`config.mk`:
```
export PLATFORM = sky130hd
export DESIGN_NAME = tmr_trig_gen
export DESIGN_NICKNAME = d
export VERILOG_FILES = /design/src/rtl/tmr_trig_pkg.sv /design/src/rtl/tmr_count_core.sv /design/src/rtl/tmr_cc_chan.sv /design/src/rtl/tmr_trig_mux.sv /design/src/rtl/tmr_trig_gen.sv
export SDC_FILE = /design/constraint.sdc
export NUM_CORES = 1
export LEC_CHECK = 0
export BUFFER_PORTS_ARGS = -buffer_cell sky130_fd_sc_hd__clkbuf_2
export CAP_MARGIN = 10
export CORE_MARGIN = 2
export CORE_UTILIZATION = 45
export DETAILED_ROUTE_END_ITERATION = 6
export PLACE_DENSITY_LB_ADDON = 0.1
export SYNTH_ARGS = -nofsm -noshare
export SYNTH_HDL_FRONTEND = slang
export SYNTH_SLANG_ARGS = --single-unit
```
`constraint.sdc`:
```
create_clock -name clk -period 7.9 [get_ports clk]
set_clock_uncertainty 0.1 [all_clocks]
set_input_delay 1.185 -clock clk [delete_from_list [all_inputs] [get_ports clk]]
set_output_delay 1.185 -clock clk [all_outputs]
set_load 0.01 [all_outputs]
```
`src/rtl/tmr_trig_pkg.sv`:
```
package tmr_trig_pkg;
   localparam int unsigned NUM_CH = 4;

   typedef enum logic [2:0] {
      TRG_UG   = 3'b000,
      TRG_RUN  = 3'b001,
      TRG_UPD  = 3'b010,
      TRG_CC1P = 3'b011,
      TRG_OC1  = 3'b100,
      TRG_OC2  = 3'b101,
      TRG_OC3  = 3'b110,
      TRG_OC4  = 3'b111
   } trg_src_e;
endpackage

```
`src/rtl/tmr_count_core.sv`:
```
module tmr_count_core #(
   parameter int unsigned CNT_W = 16,
   parameter int unsigned PSC_W = 8
) (
   input  logic             clk,
   input  logic             rst_n,
   input  logic             run,
   input  logic             ug,
   input  logic [PSC_W-1:0] psc_div,
   input  logic [CNT_W-1:0] arr,
   output logic [CNT_W-1:0] cnt_q,
   output logic [CNT_W-1:0] cnt_nxt,
   output logic             step,
   output logic             upd_nxt,
   output logic             upd_evt
);
   logic [PSC_W-1:0] psc_q, psc_nxt;

   // next-state of prescaler and counter; update request has priority
   always_comb begin
      step    = 1'b0;
      upd_nxt = 1'b0;
      cnt_nxt = cnt_q;
      psc_nxt = psc_q;
      if (ug) begin
         step    = 1'b1;
         upd_nxt = 1'b1;
         cnt_nxt = '0;
         psc_nxt = '0;
      end else if (run) begin
         if (psc_q == psc_div) begin
            psc_nxt = '0;
            step    = 1'b1;
            if (cnt_q == arr) begin
               cnt_nxt = '0;
               upd_nxt = 1'b1;
            end else begin
               cnt_nxt = cnt_q + 1'b1;
            end
         end else begin
            psc_nxt = psc_q + 1'b1;
         end
      end
   end

   always_ff @(posedge clk or negedge rst_n) begin
      if (!rst_n) begin
         psc_q   <= '0;
         cnt_q   <= '0;
         upd_evt <= 1'b0;
      end else begin
         psc_q   <= psc_nxt;
         cnt_q   <= cnt_nxt;
         upd_evt <= upd_nxt;
      end
   end
endmodule

```
`src/rtl/tmr_cc_chan.sv`:
```
module tmr_cc_chan #(
   parameter int unsigned CNT_W   = 16,
   parameter bit          CAPT_OK = 1'b0,
   parameter int unsigned SYNC_N  = 2
) (
   input  logic             clk,
   input  logic             rst_n,
   input  logic [CNT_W-1:0] cnt_q,
   input  logic [CNT_W-1:0] cnt_nxt,
   input  logic             step,
   input  logic             upd_nxt,
   input  logic [CNT_W-1:0] cmp,
   input  logic             cap_mode,
   input  logic             ti,
   input  logic             dma_sel,
   output logic             oc_ref,
   output logic             evt_nxt,
   output logic             evt,
   output logic             dma_req,
   output logic [CNT_W-1:0] capt_q
);
   logic match_nxt;

   assign oc_ref    = (cnt_q < cmp);
   assign match_nxt = step && (cnt_nxt == cmp);

   generate
      if (CAPT_OK) begin : g_capt
         logic [SYNC_N-1:0] sync_q;
         logic              prev_q;
         logic              rise;

         assign rise    = sync_q[SYNC_N-1] & ~prev_q;
         assign evt_nxt = cap_mode ? rise : match_nxt;

         always_ff @(posedge clk or negedge rst_n) begin
            if (!rst_n) begin
               sync_q <= '0;
               prev_q <= 1'b0;
               capt_q <= '0;
            end else begin
               sync_q <= {sync_q[SYNC_N-2:0], ti};
               prev_q <= sync_q[SYNC_N-1];
               if (cap_mode && rise)
                  capt_q <= cnt_q;
            end
         end
      end else begin : g_cmp_only
         logic unused_capt_in;
         assign unused_capt_in = cap_mode ^ ti;
         assign evt_nxt        = match_nxt;
         assign capt_q         = '0;
      end
   endgenerate

   always_ff @(posedge clk or negedge rst_n) begin
      if (!rst_n) begin
         evt     <= 1'b0;
         dma_req <= 1'b0;
      end else begin
         evt     <= evt_nxt;
         dma_req <= dma_sel ? upd_nxt : evt_nxt;
      end
   end
endmodule

```
`src/rtl/tmr_trig_mux.sv`:
```
module tmr_trig_mux
   import tmr_trig_pkg::*;
(
   input  logic              clk,
   input  logic              rst_n,
   input  logic [2:0]        mode,
   input  logic              ug,
   input  logic              run,
   input  logic              upd_nxt,
   input  logic              cc1_nxt,
   input  logic [NUM_CH-1:0] oc_ref,
   output logic              trig_out
);
   logic     sel;
   trg_src_e src;

   assign src = trg_src_e'(mode);

   always_comb begin
      unique case (src)
         TRG_UG:   sel = ug;
         TRG_RUN:  sel = run;
         TRG_UPD:  sel = upd_nxt;
         TRG_CC1P: sel = cc1_nxt;
         default:  sel = oc_ref[mode[1:0]];
      endcase
   end

   always_ff @(posedge clk or negedge rst_n) begin
      if (!rst_n) trig_out <= 1'b0;
      else        trig_out <= sel;
   end
endmodule

```
`src/rtl/tmr_trig_gen.sv`:
```
module tmr_trig_gen
   import tmr_trig_pkg::*;
#(
   parameter int unsigned CNT_W  = 16,
   parameter int unsigned PSC_W  = 8,
   parameter int unsigned SYNC_N = 2
) (
   input  logic                    clk,
   input  logic                    rst_n,
   input  logic                    cnt_en_bit,
   input  logic                    gated_mode,
   input  logic                    ext_trig,
   input  logic                    upd_gen,
   input  logic [PSC_W-1:0]        psc_div,
   input  logic [CNT_W-1:0]        arr,
   input  logic [NUM_CH*CNT_W-1:0] cmp_val,
   input  logic                    ch1_capture,
   input  logic                    ti_xor_sel,
   input  logic [2:0]              ch_pin,
   input  logic                    cc1_flag_clr,
   input  logic                    dma_on_upd,
   input  logic [2:0]              trig_mode,
   output logic [CNT_W-1:0]        cnt_q,
   output logic                    upd_evt,
   output logic [NUM_CH-1:0]       oc_ref,
   output logic [NUM_CH-1:0]       cc_evt,
   output logic                    cc1_flag,
   output logic [CNT_W-1:0]        cc1_capt,
   output logic [NUM_CH-1:0]       dma_req,
   output logic                    trig_out
);
   generate
      if (CNT_W < 2 || CNT_W > 32) begin : g_bad_cnt_w
         $error("tmr_trig_gen: CNT_W must be 2..32");
      end
      if (PSC_W < 1 || PSC_W > 32) begin : g_bad_psc_w
         $error("tmr_trig_gen: PSC_W must be 1..32");
      end
      if (SYNC_N < 2 || SYNC_N > 4) begin : g_bad_sync
         $error("tmr_trig_gen: SYNC_N must be 2..4");
      end
   endgenerate

   logic              run;
   logic              ti1;
   logic              step;
   logic              upd_nxt;
   logic [CNT_W-1:0]  cnt_nxt;
   logic [NUM_CH-1:0] evt_nxt;
   logic [CNT_W-1:0]  capt_w [NUM_CH];

   assign run = cnt_en_bit | (gated_mode & ext_trig);
   assign ti1 = ti_xor_sel ? ^ch_pin : ch_pin[0];

   tmr_count_core #(.CNT_W(CNT_W), .PSC_W(PSC_W)) u_core (
      .clk     (clk),
      .rst_n   (rst_n),
      .run     (run),
      .ug      (upd_gen),
      .psc_div (psc_div),
      .arr     (arr),
      .cnt_q   (cnt_q),
      .cnt_nxt (cnt_nxt),
      .step    (step),
      .upd_nxt (upd_nxt),
      .upd_evt (upd_evt)
   );

   generate
      for (genvar k = 0; k < NUM_CH; k++) begin : g_ch
         tmr_cc_chan #(
            .CNT_W   (CNT_W),
            .CAPT_OK (k == 0),
            .SYNC_N  (SYNC_N)
         ) u_ch (
            .clk      (clk),
            .rst_n    (rst_n),
            .cnt_q    (cnt_q),
            .cnt_nxt  (cnt_nxt),
            .step     (step),
            .upd_nxt  (upd_nxt),
            .cmp      (cmp_val[k*CNT_W +: CNT_W]),
            .cap_mode (ch1_capture),
            .ti       (ti1),
            .dma_sel  (dma_on_upd),
            .oc_ref   (oc_ref[k]),
            .evt_nxt  (evt_nxt[k]),
            .evt      (cc_evt[k]),
            .dma_req  (dma_req[k]),
            .capt_q   (capt_w[k])
         );
      end
   endgenerate

   assign cc1_capt = capt_w[0];

   logic unused_capt;
   assign unused_capt = ^{capt_w[1], capt_w[2], capt_w[3]};

   // sticky flag; a new event wins over a clear in the same cycle
   always_ff @(posedge clk or negedge rst_n) begin
      if (!rst_n) cc1_flag <= 1'b0;
      else        cc1_flag <= (cc1_flag & ~cc1_flag_clr) | evt_nxt[0];
   end

   tmr_trig_mux u_mux (
      .clk      (clk),
      .rst_n    (rst_n),
      .mode     (trig_mode),
      .ug       (upd_gen),
      .run      (run),
      .upd_nxt  (upd_nxt),
      .cc1_nxt  (evt_nxt[0]),
      .oc_ref   (oc_ref),
      .trig_out (trig_out)
   );
endmodule

```
# == Word-level counts from Yosys, hierarchy flattened ==
# Index checks and enable logic that the tools add are counted.
# op_classes
bitwise,7
magnitude_cmp,5
muxes,23
add_sub_neg,2
n_reduce_logical,8
n_eq_ne,9
# ops
cell,n
$eq A16 B16 Y1,5
$lt A16 B16 Y1,4
$mux W16,4
$mux W8,3
$add A16 B1 Y16 const B,1
$mux W1,14
$add A8 B1 Y8 const B,1
$eq A8 B8 Y1,1
$eq A3 B2 Y1 const B,2
$logic_and A1 B1 Y1,5
$pmux W1 S4,1
$and A1 B1 Y1,3
$eq A3 B1 Y1 const B,1
$logic_not A3 Y1,1
$lt A2 B3 Y1 const B,1
$reduce_xor A3 Y1,1
$bmux W1 S2,1
$not A1 Y1,2
$or A1 B1 Y1,2
$reduce_bool A2 Y1,1
# word_totals
inputBits,104
reg_bits,54
word_cells,70

# == Longest topological paths before layout ==
# Gate-level depths: netlist (run 1).
# depth
depth_word,9
ltp_mapped,14

# == By module ==
# From an unflattened synthesis (run 1), not the netlist that was laid out.
# unflattened
cells_unflattened,580
area_unflattened_um2,5222.5
# modules_own_cells
module,seq_area_each_um2,cells_each,area_each_um2,n_inst
tmr_count_core,625.6,169,1567.8,1
tmr_cc_chan (g_ch[2].u_ch ...),50.0,96,737.0,2
tmr_cc_chan (g_ch[0].u_ch),525.5,112,1295.0,1
tmr_cc_chan (g_ch[1].u_ch),50.0,96,732.0,1
tmr_trig_mux,25.0,4,88.8,1
tmr_trig_gen,25.0,7,65.1,1

# == Worst setup path after synthesis (run 1) ==
# No wires, ideal clock.
# synth_path
kind,input-to-reg
from,input port psc_div[5]
to,register g_ch[2].u_ch.dma_req
n_path_buf,2
t_required_ns,7.696
path_stages,10
path_slack_ns,3.932
arrival_time_ns,3.765
path_cell_list,xor2_1 -> or4_4 -> buf_6 -> o41ai_2 -> a22oi_2 -> or2_1 -> buf_2 -> a22o_1 -> or4_4 -> o41ai_2
# synth_between
elab_chain_len,7
elab_cells_between_ends,13
cone_classes,eq/ne: 2; mux: 10; reduce/logical: 1
# synth_rtl
element,line_no,rtl
start: declaration,tmr_trig_gen.sv:14,"input logic [PSC_W-1:0] psc_div,"
$eq A8 B8 Y1 (*),tmr_count_core.sv:31,if (psc_q == psc_div) begin
$mux W16,tmr_count_core.sv:31,
$mux W16,tmr_count_core.sv:30,end else if (run) begin
$mux W16,tmr_count_core.sv:25,if (ug) begin
$eq A16 B16 Y1,tmr_cc_chan.sv:25,assign match_nxt = step && (cnt_nxt == cmp);
$logic_and A1 B1 Y1,tmr_cc_chan.sv:25,
$mux W1 (*),tmr_cc_chan.sv:62,dma_req <= dma_sel ? upd_nxt : evt_nxt;
end signal: assignment,tmr_cc_chan.sv:62,
end: declaration,tmr_cc_chan.sv:19,"output logic dma_req,"
# Mark *: on every way between the ends. The rest lies on a longest branch, timed or not.
# A chain may end at the register's enable or synchronous reset.

# == Worst setup path in the final report (run 1) ==
# layout_path
from,input port psc_div[1]
to,register g_ch[2].u_ch.evt
# layout_between
elab_chain_len,6
elab_cells_between_ends,9
cone_classes,eq/ne: 2; mux: 6; reduce/logical: 1
# layout_rtl
element,line_no,rtl
$eq A8 B8 Y1,tmr_count_core.sv:31,
$mux W16,tmr_count_core.sv:31,
$mux W16,tmr_count_core.sv:30,
$mux W16,tmr_count_core.sv:25,
named net cnt_nxt[15],tmr_trig_gen.sv:48,logic [CNT_W-1:0] cnt_nxt;
$eq A16 B16 Y1,tmr_cc_chan.sv:25,
$logic_and A1 B1 Y1,tmr_cc_chan.sv:25,
named net g_ch[2].u_ch.evt_nxt,tmr_cc_chan.sv:17,"output logic evt_nxt,"
end signal: assignment,tmr_cc_chan.sv:61,evt <= evt_nxt;
end: declaration,tmr_cc_chan.sv:18,"output logic evt,"
# The timed path passes the listed nets, and every way through them passes these cells.

==> results.sh, run 1 <==
export IMPL_status="finished clean"
export IMPL_hold_viol=0
export IMPL_crit_fanout=24
export IMPL_power_uw=745
export IMPL_wl_per_cell_um=21.1
export IMPL_cp_required_ns=8.00
export IMPL_multi_input_area_um2=3810
export IMPL_fillers=1181
export IMPL_use_met1_pct=43.0
export IMPL_grt_pass1_wl_um=31400
export IMPL_criticalPathCategory="primary input to register"
export IMPL_synth_cell_types=73
export IMPL_hold_path_class="register to register"
export IMPL_grt_max_degree=55
export IMPL_hpwl_um=16400
export IMPL_fin_crit_sh_pct=59.1
export IMPL_netlist_instances=689
export IMPL_use_met3_pct=5.92
export IMPL_grt_overflow=0
export IMPL_tightest_slew_ns=1.12
export IMPL_fin_crit_ns=4.67
export IMPL_place_gp_congestion=0.922
export IMPL_clock_path_buffers=2
export IMPL_die_w_um=116
export IMPL_seq_area_frac_synth_pct=23.8
export IMPL_cts_repair_resized=0
export IMPL_pre_cts_slack_ns=3.00
export IMPL_antenna_found_initial=0
export IMPL_startpoint_type="primary input"
export IMPL_r2r_slack_ns=3.74
export IMPL_busiest_layer="met2"
export IMPL_drive_above_1_share_pct=24.2
export IMPL_stdcell_area_um2=6640
export IMPL_max_cap_violations=0
export IMPL_track_usage_pct=31.4
export IMPL_drt_pass1_iter_count=5
export IMPL_die_area_um2=13500
export IMPL_n_antenna_cell=0
export IMPL_cts_sinks=54
export IMPL_fp_coreArea_um2=12200
export IMPL_ys_warn_count=0
export IMPL_r2r_start="u_core.psc_q[0]"
export IMPL_cts_buffers=5
export IMPL_fp_dieH_um=116
export IMPL_num_io_pins=151
export IMPL_fmaxAchievable_mhz=214
export IMPL_num_rows=40
export IMPL_critPathCaptureType="register"
export IMPL_synth_area_um2=5670
export IMPL_p_per_area_nw_per_um2=112
export IMPL_post_cts_buffers=0
export IMPL_htree_levels=2
export IMPL_start_util_pct=46.6
export IMPL_slew_headroom_pct=24.7
export IMPL_syn_area_per_cell_um2=8.22
export IMPL_rr_endpoint="g_ch[2].u_ch.evt"
export IMPL_seqCellArea_um2=1350
export IMPL_crit_arrival_ns=4.77
export IMPL_ys_ff_latch=54
export IMPL_worstHoldPathCells=0
export IMPL_fin_setup_tns_ns=0
export IMPL_fin_ws_ns=3.23
export IMPL_whs_endpoint="g_ch[0].u_ch.g_capt.sync_q[1]"
export IMPL_post_drt_via_cell_ratio=5.91
export IMPL_finalSetupViolations=0
export IMPL_async_flop_share_pct=100
export IMPL_vias=5808
export IMPL_slew_viol_final=0
export IMPL_placedInstanceArea_um2=6440
export IMPL_met2_usage_pct=50.2
export IMPL_syn_nets=855
export IMPL_grt_pass1_vias=5557
export IMPL_holdWs_ns=0.261
export IMPL_postCtsHoldBufs=0
export IMPL_rsz0062_at_grt="false"
export IMPL_mostFrequentLayoutCells="clkbuf_2, inv_1, nand2_1, ha_1, xnor2_1"
export IMPL_clk_pin_slew_ns=0.07
export IMPL_leakage_uw=0.00345
export IMPL_drc=0
export IMPL_layout_commonest_cell="clkbuf_2"
export IMPL_root_buffer="clkbuf_16"
export IMPL_synthFlopType="dfrtp_1"
export IMPL_ir_worst_vdd_mv=0.0834
export IMPL_drtIter0Drc=478
export IMPL_clkLatencyLatePin_ns=0.31
export IMPL_synth_edf_count=0
export IMPL_ant_nets=0
export IMPL_port_buffers=150
export IMPL_routed_wl_um=20800
export IMPL_min_delay_start="g_ch[0].u_ch.g_capt.sync_q[0]"
export IMPL_layout_nets=980
export IMPL_syn_to_final_growth_pct=17.1
export IMPL_worstRegToRegCells=10
export IMPL_cts_tree="yes"
-- cells by family (layout without fill, tap and decap cells) --
family,Yosys count,in the layout,synth area share (%)
AOI/OAI and AO/OA,145,145,17.7
xor gates and xnor gates,77,77,12.3
adders and majority gates,62,62,13.7
buffers and inverters,113,239,8.94
DFF,54,54,23.8
muxes,4,4,0.971
and+or+nand+nor,234,234,22.5
-- area by class of cell --
type	count	area share [%]
Clock buffer	6	2.09
Timing Repair Buffer	159	12.3
Sequential cell	54	20.4
Clock inverter	2	0.584
Tap cell	168	3.17
Multi-Input combinational cell	522	57.4
Inverter	72	4.07
-- synthesized netlist by cell type, types with 2 or more instances --
library cell	n	share of area [%]
and3_1	2	0.22
dfrtp_1	54	24
xnor2_1	58	9.0
buf_2	9	0.79
a22oi_2	2	0.44
clkbuf_1	14	0.93
buf_4	13	1.7
and4_1	4	0.62
or3_1	10	1.1
inv_1	71	4.7
nand2b_1	6	0.66
o21a_1	3	0.40
nor4_1	19	2.1
o32a_1	2	0.35
nand4b_1	2	0.31
nand4_1	29	3.2
a21oi_1	38	3.4
mux2_2	2	0.40
a32oi_1	3	0.46
o41ai_1	4	0.62
xor2_1	17	2.6
nand3_1	21	1.9
or4_4	4	0.79
nor3_1	25	2.2
o211ai_1	2	0.26
or4_1	3	0.40
a21oi_2	2	0.31
o21ai_0	26	2.3
nor2_1	28	1.9
o31ai_1	3	0.40
nor4_2	5	1.1
o2bb2ai_1	2	0.31
ha_1	62	14
o41ai_2	2	0.57
and2_1	3	0.33
a211oi_1	2	0.26
buf_6	3	0.60
a21o_1	28	3.7
a31oi_1	7	0.77
a22oi_1	3	0.40
buf_1	2	0.13
or2_2	2	0.22
nand2_1	62	4.1
-- critical path, cell delays in order --
cell      delay, ns
clkbuf_2       0.09
xor2_1         0.19
or4_1          0.70
nor3_4         0.63
a21oi_1        0.31
inv_2          0.40
nor2_1         0.19
xnor2_1        0.18
o21ai_0        0.09
or4b_1         0.59
nor3_1         0.22
-- sequential cells by signal (all words and copies together) (netlist names) --
register / cells
g_ch.u_ch.capt_q: 16
u_core.cnt_q: 16
u_core.psc_q: 8
g_ch.u_ch.dma_req: 4
g_ch.u_ch.evt: 4
g_ch.u_ch.g_capt.sync_q: 2
cc1_flag: 1
g_ch.u_ch.g_capt.prev_q: 1
u_core.upd_evt: 1
u_mux.trig_out: 1
-- worst max-delay path by stage --
stage | start | endpoint | slack (ns) | cells past startpoint
floorplan | psc_div[5] | g_ch[2].u_ch.dma_req | 3.93 | 10
global placement | gated_mode | g_ch[3].u_ch.dma_req | 3.04 | 9
detailed placement | psc_div[1] | g_ch[2].u_ch.dma_req | 3.00 | 10
CTS | psc_div[1] | g_ch[2].u_ch.evt | 3.26 | 11
global route | psc_div[1] | g_ch[2].u_ch.dma_req | 3.00 | 11
finish | psc_div[1] | g_ch[2].u_ch.evt | 3.23 | 11
-- metal layers --
layer | wire length, µm | up-vias
met4 | 601 | 0
li1 | - | 2709
met2 | 9510 | 278
met3 | 1700 | 43
met5 | 0 | -
met1 | 8940 | 2778
-- power by group --
| part | internal [µW] | total [µW] | switching (µW) |
|---|---|---|---|
| Combinational | 70.9 | 173 | 102 |
| Sequential | 286 | 298 | 12.2 |
| Clock | 160 | 274 | 114 |
-- stage by stage --
stage	util [%]	cells
3_5_place_dp	53.0	973
6_report	54.6	983
5_1_grt	54.6	983
3_3_place_gp	53.0	973
2_1_floorplan	-	689
4_1_cts	54.4	981
Note: power is estimated with default switching activity, not from simulation.
==> inputs of run 2 (changes only) <==
Clock period 7.9 ns to 4.9 ns, I/O delays scaled along.
==> run 2 against run 1 <==
Via count is essentially flat. Utilization up 0.42 points. Die area unchanged. Worst setup slack got worse by 2.7 ns. Clock power is 35% higher. Sequential cell count stayed put. Largest cell class unchanged. Sequential power increased by 59%. Hold slack better by 0.010 ns. Final area is 0.77% higher.
==> results.sh, run 2 (same netlist as run 1, synthesis figures left out) <==
export IMPL_p_seq_share_pct=42.1
export IMPL_post_cts_buffers=0
export IMPL_status="finished clean"
export IMPL_whs_endpoint="g_ch[0].u_ch.g_capt.sync_q[1]"
export IMPL_hold_path_class="register to register"
export IMPL_hpwl_um=17100
export IMPL_finalNonFillerCells=994
export IMPL_cts_sinks=54
export IMPL_grt_max_degree=55
export IMPL_tightest_slew_ns=1.22
export IMPL_layout_commonest_cell="clkbuf_2"
export IMPL_worstRegToRegCells=8
export IMPL_clkLatencyLatePin_ns=0.31
export IMPL_fp_dieH_um=116
export IMPL_die_area_um2=13500
export IMPL_fin_setup_tns_ns=0
export IMPL_power_uw=1130
export IMPL_port_buffers=150
export IMPL_track_usage_pct=31.9
export IMPL_dp_cells=986
export IMPL_num_rows=40
export IMPL_r2r_start="u_core.cnt_q[4]"
export IMPL_fin_crit_ns=4.34
export IMPL_switching_share_pct=32.2
export IMPL_fmaxAchievable_mhz=230
export IMPL_placedInstanceArea_um2=6540
export IMPL_routed_wl_um=21100
export IMPL_hold_viol=0
export IMPL_critPathCaptureType="register"
export IMPL_clk_pin_slew_ns=0.07
export IMPL_place_gp_congestion=1.00
export IMPL_cp_required_ns=4.97
export IMPL_fp_coreArea_um2=12200
export IMPL_drtIter0Drc=456
export IMPL_drive_above_1_share_pct=25.2
export IMPL_grt_pass1_vias=5654
export IMPL_start_util_pct=46.6
export IMPL_vias=5804
export IMPL_syn_to_final_growth_pct=18.0
export IMPL_finalSetupViolations=0
export IMPL_n_antenna_cell=0
export IMPL_switching_power_uw=364
export IMPL_rr_endpoint="g_ch[3].u_ch.dma_req"
export IMPL_crit_arrival_ns=4.41
export IMPL_cts_tree="yes"
export IMPL_cts_repair_resized=0
export IMPL_grt_overflow=0
export IMPL_rsz0062_at_grt="false"
export IMPL_layout_nets=992
export IMPL_slew_headroom_pct=18.6
export IMPL_reg_largest_list="g_ch.u_ch.capt_q (16), u_core.cnt_q (16), u_core.psc_q (8)"
export IMPL_startpoint_type="primary input"
export IMPL_wl_per_cell_um=21.2
export IMPL_drc=0
export IMPL_num_io_pins=151
export IMPL_fin_crit_sh_pct=88.7
export IMPL_postCtsHoldBufs=0
export IMPL_holdWs_ns=0.271
export IMPL_htree_levels=2
export IMPL_grt_pass1_wl_um=32000
export IMPL_root_buffer="clkbuf_16"
export IMPL_slew_viol_final=0
export IMPL_min_delay_start="g_ch[0].u_ch.g_capt.sync_q[0]"
export IMPL_pwr_share_clk_pct=32.9
export IMPL_antenna_found_initial=0
export IMPL_power_internal_uw=765
export IMPL_crit_fanout=24
export IMPL_leakage_uw=0.00350
export IMPL_max_cap_violations=0
export IMPL_post_drt_via_cell_ratio=5.84
export IMPL_worstHoldPathCells=0
export IMPL_die_w_um=116
export IMPL_p_per_area_nw_per_um2=169
export IMPL_ir_worst_vdd_mv=0.122
export IMPL_pwr_share_comb_pct=25.0
export IMPL_clock_path_buffers=2
export IMPL_mostFrequentLayoutCells="clkbuf_2, inv_1, nand2_1, ha_1, xnor2_1"
export IMPL_stdcell_area_um2=6690
export IMPL_ant_nets=0
export IMPL_drt_pass1_iter_count=5
export IMPL_r2r_slack_ns=0.74
export IMPL_criticalPathCategory="primary input to register"
export IMPL_cts_buffers=5
run 2: cell types whose count changed in the layout (fill, tap and decap cells not counted):
cell	before	now
bufinv_16	1	0
clkinv_2	0	1
clkbuf_8	1	0
buf_4	9	21
run 2: area by class of cell:
| cell class | instances | area, µm² |
|---|---|---|
| timing repair buffer | 171 | 908 |
| fill | 1235 | 5470 |
| clock inverter | 2 | 13.8 |
| inverter | 72 | 270 |
| sequential | 54 | 1350 |
| tap | 168 | 210 |
| multi-input combinational | 522 | 3810 |
| clock buffer | 5 | 125 |
run 2: worst max path at each step:
| stage | startpoint | cells past startpoint | endpoint | slack [ns] |
|---|---|---|---|---|
| CTS | gated_mode | 11 | g_ch[2].u_ch.dma_req | 0.65 |
| finish | gated_mode | 11 | g_ch[2].u_ch.dma_req | 0.56 |
| global placement | gated_mode | 11 | g_ch[2].u_ch.dma_req | 0.38 |
| floorplan | psc_div[5] | 10 | g_ch[2].u_ch.dma_req | 1.38 |
| detailed placement | gated_mode | 11 | g_ch[2].u_ch.dma_req | 0.35 |
| global route | gated_mode | 11 | g_ch[2].u_ch.dma_req | 0.30 |
run 2: power by group through the flow:
| stage | Sequential, µW | Clock [µW] | Combinational [µW] |
|---|---|---|---|
| final | 475 | 371 | 283 |
| after global routing | 477 | 392 | 311 |
| after CTS | 475 | 380 | 280 |
| after detailed placement | 484 | 0 | 278 |
| after global placement | 484 | 0 | 274 |
| after floorplan | 481 | 0 | 160 |
run 2: through the flow:
stage,util (%),setup slack (ns)
6_report,55.0,0.555
5_1_grt,55.0,0.298
4_1_cts,54.9,0.651
3_5_place_dp,53.8,0.346
3_3_place_gp,53.8,0.378
2_1_floorplan,-,1.38
run 2: worst max-delay path: stages:
cell,delay (ns)
clkbuf_2,0.09
a21oi_1,0.94
nor3_4,0
buf_4,0.25
a21oi_1,0.42
inv_2,0.31
nor2_1,0.44
xnor2_1,0.17
o21ai_0,0.10
or4b_1,0.60
o41ai_2,0.36
run 2: metal layers:
| metal | share of wire [%] | track usage [%] |
|---|---|---|
| met1 | 45 | 44.0 |
| met4 | 2.1 | 10.2 |
| met5 | 0 | 0 |
| met3 | 7.3 | 6.18 |
| met2 | 45 | 50.6 |
==> inputs of run 3 (changes only) <==
Settings changed: CORE_ASPECT_RATIO set to 0.9, REMOVE_ABC_BUFFERS set to 1.
==> run 3 against run 2 <==
Die area is essentially flat. Final area shrank 0.11%. Critical path type is now register to register. Non-clock buffer count shrank 3. Critical endpoint is now g_ch[0].u_ch.dma_req. Register-to-register slack gained 0.13 ns. Highest routed layer unchanged. Hold slack lost 0.0095 ns. Sequential share of layout area is essentially flat.
==> results.sh, run 3 (same netlist as run 1, synthesis figures left out) <==
export IMPL_max_cap_violations=0
export IMPL_drive_above_1_share_pct=24.9
export IMPL_antenna_found_initial=0
export IMPL_crit_arrival_ns=4.15
export IMPL_num_rows=38
export IMPL_drc=0
export IMPL_fin_setup_tns_ns=0
export IMPL_place_gp_congestion=0.981
export IMPL_finalSetupViolations=0
export IMPL_critPathCaptureType="register"
export IMPL_stdcell_area_um2=6680
export IMPL_mostFrequentLayoutCells="clkbuf_2, inv_1, nand2_1, ha_1, xnor2_1"
export IMPL_fin_crit_sh_pct=82.2
export IMPL_startpoint_type="register"
export IMPL_num_io_pins=151
export IMPL_root_buffer="clkbuf_16"
export IMPL_grt_overflow=0
export IMPL_cts_buffers=5
export IMPL_multi_input_area_um2=3810
export IMPL_grt_max_degree=55
export IMPL_slew_viol_final=0
export IMPL_layout_commonest_cell="clkbuf_2"
export IMPL_port_buffers=150
export IMPL_crit_fanout=13
export IMPL_syn_to_final_growth_pct=17.9
export IMPL_leakage_uw=0.00349
export IMPL_grt_pass1_vias=5478
export IMPL_fp_coreArea_um2=12200
export IMPL_htree_levels=2
export IMPL_layout_nets=989
export IMPL_n_antenna_cell=0
export IMPL_tightest_slew_ns=1.16
export IMPL_grt_pass1_wl_um=31200
export IMPL_hold_viol=0
export IMPL_rsz0062_at_grt="false"
export IMPL_cp_required_ns=5.03
export IMPL_post_cts_buffers=0
export IMPL_cts_repair_resized=0
export IMPL_power_uw=1180
export IMPL_die_w_um=122
export IMPL_postCtsHoldBufs=0
export IMPL_hpwl_um=16500
export IMPL_cts_sinks=54
export IMPL_criticalPathCategory="register to register"
export IMPL_placedInstanceArea_um2=6520
export IMPL_fmaxAchievable_mhz=248
export IMPL_fillers=1223
export IMPL_drt_pass1_iter_count=5
export IMPL_wl_per_cell_um=20.8
export IMPL_clkLatencyLatePin_ns=0.30
export IMPL_start_util_pct=46.6
export IMPL_fin_crit_ns=4.03
export IMPL_status="finished clean"
export IMPL_routed_wl_um=20400
export IMPL_p_per_area_nw_per_um2=176
export IMPL_die_area_um2=13500
export IMPL_slew_headroom_pct=22.7
export IMPL_fp_dieH_um=110
export IMPL_ir_worst_vdd_mv=0.147
export IMPL_track_usage_pct=30.2
export IMPL_ant_nets=0
export IMPL_drtIter0Drc=623
export IMPL_clock_path_buffers=2
export IMPL_vias=5838
export IMPL_post_drt_via_cell_ratio=5.94
export IMPL_reg_largest_list="g_ch.u_ch.capt_q (16), u_core.cnt_q (16), u_core.psc_q (8)"
export IMPL_seqCellArea_um2=1350
export IMPL_cts_tree="yes"
export IMPL_hold_path_class="register to register"
export IMPL_clk_pin_slew_ns=0.07
## run 3: changes by cell type in the layout (fill, tap and decap cells not counted)
cell / delta
buf_4: -3
bufinv_16: +1
clkinv_2: -1
clkinv_4: +1
inv_6: -1
## run 3: power by group
group / internal [µW] / switching (µW) / total, µW
Combinational: 117 / 172 / 289
Sequential: 460 / 13.6 / 474
Clock: 240 / 174 / 413
Total: 817 / 359 / 1180
## run 3: through the flow
step	utilization (%)	hold slack, ns	setup WS [ns]	std cells
after floorplan	-	0.231	1.10	648
after global placement	53.5	0.237	0.882	976
after detailed placement	53.5	0.247	0.748	976
after CTS	54.9	0.263	0.941	983
after global routing	54.9	0.278	0.749	983
final	54.9	0.262	0.874	983
## run 3: worst max-delay path, cell delays in order (launching register included)
cell and delay, ns:
dfrtp_1 0.80, ha_1 0.30, nand3_1 0.16, or4_1 0.68
or4_4 0.53, and2_1 0.29, or4_4 0.52, a32oi_2 0.19
nand4_2 0.20, a22oi_2 0.16
## run 3: cell type report
type | count | area share, %
Clock buffer | 5 | 1.87
Inverter | 72 | 4.05
Timing Repair Buffer | 168 | 13.3
Multi-Input combinational cell | 522 | 57.0
Sequential cell | 54 | 20.2
Clock inverter | 2 | 0.581
Tap cell | 160 | 3.00
## run 3: final timing paths
path | from | end | slack, ns | depth (start not counted)
max in group asynchronous | rst_n | u_core.psc_q[5] | 3.73 | 2
worst max register to register | u_core.cnt_q[1] | g_ch[0].u_ch.dma_req | 0.87 | 9
worst max-delay path | u_core.cnt_q[1] | g_ch[0].u_ch.dma_req | 0.87 | 9
worst min register to register | g_ch[0].u_ch.g_capt.sync_q[0] | g_ch[0].u_ch.g_capt.sync_q[1] | 0.26 | 0
min in group asynchronous | rst_n | u_core.upd_evt | 0.47 | 2
worst min-delay path | g_ch[0].u_ch.g_capt.sync_q[0] | g_ch[0].u_ch.g_capt.sync_q[1] | 0.26 | 0
## run 3: metal layers
metal  up-vias  share of wire, %  GRT usage, %
met5         -                 0             0
met4         0               1.6          5.82
met2       307                44          45.0
met3        35               9.6          6.35
li1       2726                 -             -
met1      2770                45          44.7
